--- config.mk ---
export PLATFORM = sky130hd
export DESIGN_NAME = otp_row_reader
export DESIGN_NICKNAME = d
export VERILOG_FILES = /design/src/rtl/otp_rd_pkg.sv /design/src/rtl/otp_fuse_model.sv /design/src/rtl/otp_rd_seq.sv /design/src/rtl/otp_row_reader.sv
export SDC_FILE = /design/constraint.sdc
export NUM_CORES = 1
export LEC_CHECK = 0
export ABC_CLOCK_PERIOD_IN_PS = 1900
export BUFFER_PORTS_ARGS = -buffer_cell sky130_fd_sc_hd__buf_2
export CORE_ASPECT_RATIO = 0.6
export CORE_MARGIN = 2
export CORE_UTILIZATION = 39
export DETAILED_ROUTE_END_ITERATION = 8
export HOLD_SLACK_MARGIN = 0.12
export PLACE_DENSITY_LB_ADDON = 0.25
export SKIP_CTS_REPAIR_TIMING = 1
export SYNTH_ARGS = -nofsm -noshare
export SYNTH_HDL_FRONTEND = slang
export SYNTH_SLANG_ARGS = --single-unit
--- constraint.sdc ---
create_clock -name clk_i -period 1.9 [get_ports clk_i]
set_input_delay 0.19 -clock clk_i [delete_from_list [all_inputs] [get_ports clk_i]]
set_output_delay 0.19 -clock clk_i [all_outputs]
set_load 0.01 [all_outputs]
--- src/rtl/otp_rd_pkg.sv ---
package otp_rd_pkg;
  localparam int ROW_W  = 10;
  localparam int WORD_W = 41;
  localparam int HI_W   = WORD_W - 32;

  localparam logic [7:0] OFS_ACC  = 8'h00;
  localparam logic [7:0] OFS_ROW  = 8'h0C;
  localparam logic [7:0] OFS_CTRL = 8'h10;
  localparam logic [7:0] OFS_ST0  = 8'h18;
  localparam logic [7:0] OFS_ST1  = 8'h1C;
  localparam logic [7:0] OFS_DLO  = 8'h20;
  localparam logic [7:0] OFS_DHI  = 8'h24;

  localparam int ACC_EN_BIT  = 15;
  localparam int ECC_OFF_BIT = 9;
  localparam int ROW_LSB     = 6;
  localparam int READY_BIT   = 3;
  localparam int DONE_BIT    = 1;
  localparam int ECC_BIT     = 17;
endpackage

--- src/rtl/otp_fuse_model.sv ---
module otp_fuse_model
  import otp_rd_pkg::*;
(
  input  logic [ROW_W-1:0]  row_i,
  output logic [WORD_W-1:0] word_o,
  output logic              fault_o
);
  // Deterministic row content stands in for the fuse array
  assign word_o  = {row_i[HI_W-1:0] ^ 9'h1A5, ~row_i, 12'hC3A, row_i};
  assign fault_o = (row_i[2:0] == 3'b101);
endmodule

--- src/rtl/otp_rd_seq.sv ---
module otp_rd_seq
  import otp_rd_pkg::*;
#(
  parameter int LATENCY = 4
) (
  input  logic             clk_i,
  input  logic             rst_ni,
  input  logic             launch_i,
  input  logic [ROW_W-1:0] row_i,
  output logic             busy_o,
  output logic             complete_o,
  output logic [ROW_W-1:0] row_o
);
  localparam int CW = $clog2(LATENCY + 1);

  logic [CW-1:0] cnt_q;

  assign complete_o = busy_o && (cnt_q == '0);

  always_ff @(posedge clk_i or negedge rst_ni) begin
    if (!rst_ni) begin
      busy_o <= 1'b0;
      cnt_q  <= '0;
      row_o  <= '0;
    end else if (launch_i) begin
      busy_o <= 1'b1;
      cnt_q  <= CW'(LATENCY - 1);
      row_o  <= row_i;
    end else if (busy_o) begin
      if (complete_o) busy_o <= 1'b0;
      else            cnt_q  <= cnt_q - 1'b1;
    end
  end
endmodule

--- src/rtl/otp_row_reader.sv ---
module otp_row_reader
  import otp_rd_pkg::*;
#(
  parameter int LATENCY       = 4,
  parameter int ECC_FREE_ROWS = 15
) (
  input  logic        clk_i,
  input  logic        rst_ni,
  input  logic        fuse_ready_i,
  input  logic        bus_sel_i,
  input  logic        bus_we_i,
  input  logic [7:0]  bus_addr_i,
  input  logic [31:0] bus_wdata_i,
  output logic [31:0] bus_rdata_o
);
  logic             cpu_en_q, ecc_off_q, ecc_chk_q;
  logic [ROW_W-1:0] row_q;
  logic [3:0]       ctrl_q;
  logic             done_q, ecc_q;
  logic [31:0]      data_lo_q;
  logic [HI_W-1:0]  data_hi_q;

  logic             wr, launch, busy, complete;
  logic [ROW_W-1:0] act_row;
  logic [WORD_W-1:0] word;
  logic             fault;

  assign wr = bus_sel_i && bus_we_i;

  assign launch = wr && (bus_addr_i == OFS_CTRL) && bus_wdata_i[0] && !ctrl_q[0]
                  && (bus_wdata_i[3:1] == 3'b000) && cpu_en_q && fuse_ready_i && !busy;

  otp_rd_seq #(.LATENCY(LATENCY)) u_seq (
    .clk_i     (clk_i),
    .rst_ni    (rst_ni),
    .launch_i  (launch),
    .row_i     (row_q),
    .busy_o    (busy),
    .complete_o(complete),
    .row_o     (act_row)
  );

  otp_fuse_model u_model (
    .row_i  (act_row),
    .word_o (word),
    .fault_o(fault)
  );

  always_ff @(posedge clk_i or negedge rst_ni) begin
    if (!rst_ni) begin
      cpu_en_q  <= 1'b0;
      ecc_off_q <= 1'b0;
      row_q     <= '0;
      ctrl_q    <= '0;
    end else if (wr) begin
      case (bus_addr_i)
        OFS_ACC: begin
          cpu_en_q  <= bus_wdata_i[ACC_EN_BIT];
          ecc_off_q <= bus_wdata_i[ECC_OFF_BIT];
        end
        OFS_ROW:  row_q  <= bus_wdata_i[ROW_LSB +: ROW_W];
        OFS_CTRL: ctrl_q <= bus_wdata_i[3:0];
        default: ;
      endcase
    end
  end

  always_ff @(posedge clk_i or negedge rst_ni) begin
    if (!rst_ni) begin
      ecc_chk_q <= 1'b0;
      done_q    <= 1'b0;
      ecc_q     <= 1'b0;
      data_lo_q <= '0;
      data_hi_q <= '0;
    end else begin
      if (launch) ecc_chk_q <= !ecc_off_q;
      if (complete) begin
        done_q    <= 1'b1;
        ecc_q     <= ecc_chk_q && (int'(act_row) > ECC_FREE_ROWS) && fault;
        data_lo_q <= word[31:0];
        data_hi_q <= word[WORD_W-1:32];
      end else if (wr && bus_addr_i == OFS_ST1 && bus_wdata_i[DONE_BIT]) begin
        done_q <= 1'b0;
      end
    end
  end

  always_comb begin
    bus_rdata_o = '0;
    if (bus_sel_i) begin
      case (bus_addr_i)
        OFS_ACC: begin
          bus_rdata_o[ACC_EN_BIT]  = cpu_en_q;
          bus_rdata_o[ECC_OFF_BIT] = ecc_off_q;
        end
        OFS_ROW:  bus_rdata_o[ROW_LSB +: ROW_W] = row_q;
        OFS_CTRL: bus_rdata_o[3:0] = ctrl_q;
        OFS_ST0:  bus_rdata_o[READY_BIT] = fuse_ready_i;
        OFS_ST1: begin
          bus_rdata_o[DONE_BIT] = done_q;
          bus_rdata_o[ECC_BIT]  = ecc_q;
        end
        OFS_DLO:  bus_rdata_o = data_lo_q;
        OFS_DHI:  bus_rdata_o[HI_W-1:0] = data_hi_q;
        default:  bus_rdata_o = '0;
      endcase
    end
  end
endmodule

==> results of run 1 <==
==> power by group through the flow <==
stage                     clock network (mW)  logic, mW  registers, mW
after floorplan                            0     0.0446           1.19
after global placement                     0      0.123           1.19
after detailed placement                   0      0.125           1.19
after CTS                              0.918      0.126           1.17
after global routing                   0.969      0.148           1.17
final                                  0.907      0.134           1.17
==> cell usage after synthesis, types with 3 or more instances <==
library cell / instances
sky130_fd_sc_hd__a22o_1: 3
sky130_fd_sc_hd__a21o_1: 4
sky130_fd_sc_hd__nor2_1: 19
sky130_fd_sc_hd__and2_1: 16
sky130_fd_sc_hd__nand2_1: 40
sky130_fd_sc_hd__clkbuf_1: 6
sky130_fd_sc_hd__a22oi_1: 6
sky130_fd_sc_hd__nand2b_1: 6
sky130_fd_sc_hd__buf_4: 6
sky130_fd_sc_hd__mux2_2: 19
sky130_fd_sc_hd__o21ai_0: 5
sky130_fd_sc_hd__a21oi_1: 7
sky130_fd_sc_hd__mux2_4: 5
sky130_fd_sc_hd__nor4b_1: 3
sky130_fd_sc_hd__inv_1: 4
sky130_fd_sc_hd__dfrtp_1: 54
sky130_fd_sc_hd__mux2_1: 5
sky130_fd_sc_hd__and3_1: 7
==> metal layers <==
layer | vias to the layer above | routed length, um | GRT usage
met5 | - | 0 | 0
met4 | 0 | 25 | 0.0293
met3 | 2 | 374 | 0.0407
met2 | 60 | 2780 | 0.267
met1 | 1071 | 3520 | 0.281
li1 | 1011 | - | -
==> critical path, delay by kind of cell <==
family          cells  cell delay (ns)
simple gates        3             1.05
buf+inv             2             0.27
compound gates      1             0.12
==> layout make-up <==
cell class / count / area share
multi-input cells: 178 / 0.368
flip-flops and latches: 54 / 0.402
repair buffers: 77 / 0.149
well taps: 87 / 0.0324
clock buffers: 5 / 0.0373
inverters: 4 / 0.00447
clock inverters: 3 / 0.00633
==> state kept, by name, summed over array words and instances (netlist names), 3 cells and up <==
register     cells
data_lo_q       13
ctrl_q           4
data_hi_q        8
u_seq.cnt_q      3
u_seq.row_o     10
row_q           10
==> worst paths after layout <==
check,end,start
min in group asynchronous,data_lo_q[25],rst_ni
max,bus_rdata_o[1],bus_addr_i[5]
max in group asynchronous,u_seq.row_o[9],rst_ni
max reg2reg,data_hi_q[0],u_seq.cnt_q[0]
min reg2reg,data_lo_q[31],data_lo_q[31]
min,row_q[5],bus_wdata_i[11]
==> cell families (layout without fill, tap and decap cells) <==
family                     after synthesis  after routing  synth area share
xor gates and xnor gates                 1              1           0.00325
muxes                                   30             30             0.132
other                                    1              3           0.00139
buffers and inverters                   20             89            0.0483
adders and majority gates                2              2           0.00929
and+or+nand+nor                        106            106             0.211
DFF                                     54             54             0.502
AOI/OAI and AO/OA                       36             36            0.0934
==> metrics.json, run 1 <==
{
  "globalRouteTotalUtil": 0.183,
  "period_utilization_post_route": 0.964,
  "final_cell_area_um2": 3360,
  "placed_area_um2": 3150,
  "dieArea_um2": 7610,
  "seq_area_frac_synth": 0.502,
  "n_antenna_cell": 0,
  "worst_slew_pin_slew_ns": 0.544,
  "maxCapViolCount": 0,
  "total_of_flip_flops_plus_latches_after_synthesis": 54,
  "final_cell_mix": "sky130_fd_sc_hd__buf_2, sky130_fd_sc_hd__dfrtp_1, sky130_fd_sc_hd__nand2_1",
  "drcViolationCount": 0,
  "grt_first_pass_wirelength_um": 10600,
  "io-pin-count": 77,
  "outcome": "finished clean",
  "cts_inserted_buffers": 5,
  "primary_flip_flop_cell_chosen_by_synthesis_mapping": "sky130_fd_sc_hd__dfrtp_1",
  "switching_power_uw": 502,
  "die_w_um": 111,
  "antenna_found_initial": 0,
  "nets": 367,
  "reg2reg_setup_slack_ns": 0.26,
  "yosysUniqueCellTypes": 45,
  "grt_setup_unrepaired": "false",
  "totalNegativeSetupSlack_ns": 0,
  "yosys-top-cells-area": "sky130_fd_sc_hd__dfrtp_1, sky130_fd_sc_hd__mux2_2, sky130_fd_sc_hd__nand2_1",
  "post_synthesis_cells": 250,
  "cellLeakagePower_nw": 1.71,
  "cp_slowest_cell": "sky130_fd_sc_hd__or4b_2",
  "post_synth_edffs": 0,
  "detail_route.wl_per_cell_um": 16.4,
  "reg2reg_depth": 7,
  "placed_cells": 396,
  "std_cell_rows": 23,
  "post-dp-hpwl_um": 4980,
  "final.hold.worst_slack_ns": 0.129,
  "clk_root_buffer_cell": "sky130_fd_sc_hd__clkbuf_16",
  "grt_pass1_vias": 2015,
  "post_place_setup_slack_ns": 0.0688,
  "share_comb_of_total_power": 0.061,
  "mostFrequentLayoutCell": "sky130_fd_sc_hd__buf_2",
  "clk_pin_slew_ns": 0.07,
  "finalHoldViolCount": 0,
  "synthDominantAreaCellType": "sky130_fd_sc_hd__dfrtp_1",
  "internal_pwr_total_mw": 1.71,
  "final.fill_count": 645,
  "timing_worst_setup_path_type": "input port to primary output",
  "sw_frac_of_total": 0.227,
  "multi_input_comb_area_um2": 1240,
  "cp_common_cell": "sky130_fd_sc_hd__buf_2",
  "power_frac_seq": 0.528,
  "clock_power_share": 0.411,
  "synth_top_area_frac": 0.502,
  "worstPathRequired_ns": 1.71,
  "worst-endpoint-arrival_ns": 1.64,
  "final.min_clock_period_ns": 1.83,
  "clock_insertion_delay_worst_skew_ns": 0.29,
  "post-route-util": 0.503,
  "dieHeight_um": 68.4,
  "asyncSetResetFlopFracSynth": 1.00,
  "timing.critical_path.fanout_max": 5,
  "cellPowerDensity_nw_per_um2": 657,
  "worstPathCellList": "buf_2 > or4b_2 > nor2_1 > nand2_1 > a21oi_1 > buf_2",
  "max-slew-margin-rel": 0.637,
  "globalRouteOverflowTotal": 0,
  "grt_max_degree": 34,
  "vias": 2144,
  "wirelength_um": 6700,
  "post_synth_instance_area_um2": 2690,
  "place_congestion": 0.893,
  "drive_gt1_frac": 0.352,
  "port-buffer-count": 55,
  "postRouteAntennaNets": 0,
  "synth-warning-count": 0,
  "timing.critical_path.to_type": "primary output",
  "clock_tree.buffer_depth": 2,
  "holdCritPathClass": "input port to register",
  "max_stage_delay_ns": 0.70,
  "floorplan.core_area_um2": 6680,
  "final-setup-viol-count": 0,
  "crit_path_start_kind": "input port",
  "clock_tree_from_tritoncts": "yes",
  "clock_sinks": 54,
  "p_total_mw": 2.21,
  "synthesis.area_per_instance_um2": 10.8,
  "post_layout_nonfiller_instances": 408,
  "drt_iter0_drc": 130,
  "power.ir.vdd_worst_v": 0.000403,
  "sequential_cell_area_um2": 1350,
  "finClkSkew_ns": 0.00660,
  "min_path_cells": 2,
  "h-tree-depth": 2,
  "worst_slack_ns": 0.0685,
  "dr.pass1.iters": 4,
  "start_util": 0.403,
  "area.growth.synth_to_final_pct": 24.7,
  "post_drt_via_cell_ratio": 5.25,
  "slew_viol_final": 0,
  "achievable-frequency_ghz": 0.546
}
Power figures use the tool's default switching activity.
==> run 2: changes to the inputs <==
--- a/config.mk
+++ b/config.mk
@@ -12,7 +12,7 @@
 export CORE_UTILIZATION = 39
 export DETAILED_ROUTE_END_ITERATION = 8
 export HOLD_SLACK_MARGIN = 0.12
-export PLACE_DENSITY_LB_ADDON = 0.25
+export PLACE_DENSITY = 0.61
 export SKIP_CTS_REPAIR_TIMING = 1
 export SYNTH_ARGS = -nofsm -noshare
 export SYNTH_HDL_FRONTEND = slang
==> run 2 against run 1 <==
Sequential cell count unchanged. Worst setup slack improved by 0.041 ns. Register-to-register slack improved by 0.05 ns. Via count decreased by 3.6%. Sequential power about the same. Worst hold slack got worse by 0.0084 ns. Critical path depth unchanged. Clock power decreased by 2%. Critical path type unchanged. Highest routed layer unchanged.
==> metrics.json, run 2 (synthesis results as in run 1) <==
{
  "outcome": "finished clean",
  "grt_setup_unrepaired": "false",
  "maxCapViolCount": {"value": 0, "change": "unchanged"},
  "worstReg2RegEnd": "u_seq.row_o[1]",
  "port-buffer-count": {"value": 55, "change": "unchanged"},
  "timing_worst_setup_path_type": "input port to primary output",
  "post-route-util": {"value": 0.500, "change": "-0.00281"},
  "reg2reg_setup_slack": {"value": 0.31, "unit": "ns", "change": "+0.05 ns"},
  "critPathCapture": "bus_rdata_o[1]",
  "timing.critical_path.buf_inv": {"value": 2, "change": "unchanged"},
  "grt_pass1_vias": {"value": 1952, "change": "-3.1%"},
  "register_containing_the_most_flip_flops_in_the_final_layout": "data_lo_q",
  "worst_slew_pin_slew": {"value": 0.534, "unit": "ns", "change": "-0.00963 ns"},
  "globalRouteOverflowTotal": {"value": 0, "change": "unchanged"},
  "cp_num_cells": {"value": 6, "change": "unchanged"},
  "dieArea": {"value": 7610, "unit": "um^2", "change": "unchanged"},
  "cts_inserted_buffers": {"value": 5, "change": "unchanged"},
  "globalRouteTotalUtil": {"value": 0.178, "change": "-0.00517"},
  "final_cell_area": {"value": 3340, "unit": "um^2", "change": "-0.56%"},
  "registers_with_the_most_flip_flops": "data_lo_q x13, row_q x10, u_seq.row_o x10",
  "slew_viol_final": {"value": 0, "change": "unchanged"},
  "clock_insertion_delay_worst_skew": {"value": 0.29, "unit": "ns", "change": "about the same"},
  "drive_gt1_frac": {"value": 0.353, "change": "+0.00110"},
  "clock_tree_from_tritoncts": "yes",
  "clk_pin_slew": {"value": 0.07, "unit": "ns", "change": "about the same"},
  "worst-endpoint-arrival": {"value": 1.60, "unit": "ns", "change": "-0.04 ns"},
  "io-pin-count": {"value": 77, "change": "unchanged"},
  "area.growth.synth_to_final_pct": 24.0,
  "grt_first_pass_wirelength": {"value": 10400, "unit": "um", "change": "-2.7%"},
  "final.min_clock_period": {"value": 1.79, "unit": "ns", "change": "-0.0405 ns"},
  "mostFrequentLayoutCell": "sky130_fd_sc_hd__buf_2",
  "detail_route.wl_per_cell": {"value": 15.4, "unit": "um", "change": "-6.1%"},
  "clock_sinks": {"value": 54, "change": "unchanged"},
  "cp-startpoint": "bus_addr_i[5]",
  "clk_root_buffer_cell": "sky130_fd_sc_hd__clkbuf_16",
  "period_utilization_post_route": {"value": 0.943, "change": "-0.0213"},
  "std_cell_rows": {"value": 23, "change": "unchanged"},
  "floorplan.core_area": {"value": 6680, "unit": "um^2", "change": "unchanged"},
  "n_antenna_cell": {"value": 0, "change": "unchanged"},
  "holdCritPathClass": "input port to register",
  "start_util": {"value": 0.403, "change": "unchanged"},
  "post_drt_via_cell_ratio": {"value": 5.08, "change": "-3.4%"},
  "reg2reg_depth": {"value": 4, "change": "-3"},
  "finalHoldViolCount": {"value": 0, "change": "unchanged"},
  "final-setup-viol-count": {"value": 0, "change": "unchanged"},
  "h-tree-depth": {"value": 2, "change": "unchanged"},
  "placed_area": {"value": 3160, "unit": "um^2", "change": "+0.24%"},
  "totalNegativeSetupSlack": {"value": 0, "unit": "ns", "change": "unchanged"},
  "achievable-frequency": {"value": 0.558, "unit": "GHz", "change": "+2.3%"},
  "place_congestion": {"value": 0.853, "change": "-4.5%"},
  "cellPowerDensity": {"value": 654, "unit": "nW/um^2", "change": "-0.45%"},
  "max-slew-margin-rel": {"value": 0.644, "change": "+0.00642"},
  "grt_max_degree": {"value": 33, "change": "-2.9%"},
  "critical_path.top_delay_family": "simple AND/OR/NAND/NOR gates",
  "dr.pass1.iters": {"value": 4, "change": "unchanged"},
  "antenna_found_initial": {"value": 0, "change": "unchanged"},
  "finClkSkew": {"value": 0.00560, "unit": "ns", "change": "-0.000996 ns"},
  "timing.critical_path.to_type": "primary output",
  "final_cell_mix": "sky130_fd_sc_hd__buf_2, sky130_fd_sc_hd__dfrtp_1, sky130_fd_sc_hd__nand2_1",
  "worstPathCellList": "buf_2 > or4b_2 > nor2_2 > o211ai_1 > a21oi_1 > buf_2",
  "p_total": {"value": 2.19, "unit": "mW", "change": "-1.0%"},
  "vias": {"value": 2067, "change": "-3.6%"},
  "cp_common_cell": "sky130_fd_sc_hd__buf_2",
  "nets": {"value": 366, "change": "-0.27%"},
  "power.ir.vdd_worst": {"value": 0.000395, "unit": "V", "change": "-2.1%"},
  "postRouteAntennaNets": {"value": 0, "change": "unchanged"},
  "largest_reg_flops": {"value": 13, "change": "unchanged"},
  "dieHeight": {"value": 68.4, "unit": "um", "change": "unchanged"},
  "die_w": {"value": 111, "unit": "um", "change": "unchanged"},
  "crit_path_start_kind": "input port",
  "worstPathRequired": {"value": 1.71, "unit": "ns", "change": "about the same"},
  "final.hold.worst_slack": {"value": 0.120, "unit": "ns", "change": "-0.00843 ns"},
  "timing.critical_path.fanout_max": {"value": 5, "change": "unchanged"},
  "cellLeakagePower": {"value": 1.70, "unit": "nW", "change": "-0.34%"},
  "wirelength": {"value": 6280, "unit": "um", "change": "-6.3%"},
  "clock_tree.buffer_depth": {"value": 2, "change": "unchanged"},
  "post-dp-hpwl": {"value": 4770, "unit": "um", "change": "-4.1%"},
  "max_stage_delay": {"value": 0.71, "unit": "ns", "change": "about the same"},
  "cp_slowest_cell": "sky130_fd_sc_hd__or4b_2",
  "drt_iter0_drc": {"value": 149, "change": "+15%"},
  "launch_instance_of_the_worst_register_to_register_path": "ctrl_q[0]",
  "drcViolationCount": {"value": 0, "change": "unchanged"}
}
[run 2: cell types whose count changed in the layout (fill, tap and decap cells not counted)]
cell / previous run / this run
sky130_fd_sc_hd__dlygate4sd3_1: 4 / 2
sky130_fd_sc_hd__and2_1: 15 / 16
sky130_fd_sc_hd__and2_4: 1 / 0
sky130_fd_sc_hd__buf_4: 14 / 15
sky130_fd_sc_hd__nor2_1: 17 / 16
sky130_fd_sc_hd__nor2_2: 2 / 3
sky130_fd_sc_hd__nor4b_1: 2 / 3
sky130_fd_sc_hd__nor4b_2: 2 / 1
[run 2: layer usage]
layer  vias to the layer above  GRT usage  wire length (um)
met1                       989      0.285              3410
met3                         2     0.0416               431
met2                        63      0.245              2430
met4                         0     0.0231                12
li1                       1013          -                 -
met5                         -          0                 0
[run 2: power by group]
part           internal (mW)  total [mW]  leakage [nW]  switching, mW
Combinational         0.0566       0.129         0.944         0.0723
Sequential              1.16        1.17         0.685        0.00763
Clock                  0.488       0.890        0.0698          0.402
[run 2: per-stage QoR]
step	instances	worst slack [ns]
CTS	405	0.0526
floorplan	252	0.00862
finish	407	0.109
detailed placement	397	0.0374
global route	407	0.00594
global placement	397	0.0438
[run 2: worst min path at each step]
stage	startpoint	end	cells past startpoint
5_1_grt	bus_wdata_i[12]	row_q[6]	2
6_report	bus_wdata_i[10]	row_q[4]	2
3_5_place_dp	rst_ni	data_lo_q[25]	1
4_1_cts	rst_ni	data_lo_q[8]	1
2_1_floorplan	rst_ni	cpu_en_q	0
3_3_place_gp	rst_ni	data_lo_q[25]	1
[run 2: layout make-up]
type	instances	area, um^2
clock inverters	3	21.3
flip-flops and latches	54	1350
multi-input cells	178	1230
inverters	4	15.0
fillers	614	3340
well taps	87	109
clock buffers	5	125
repair buffers	76	488
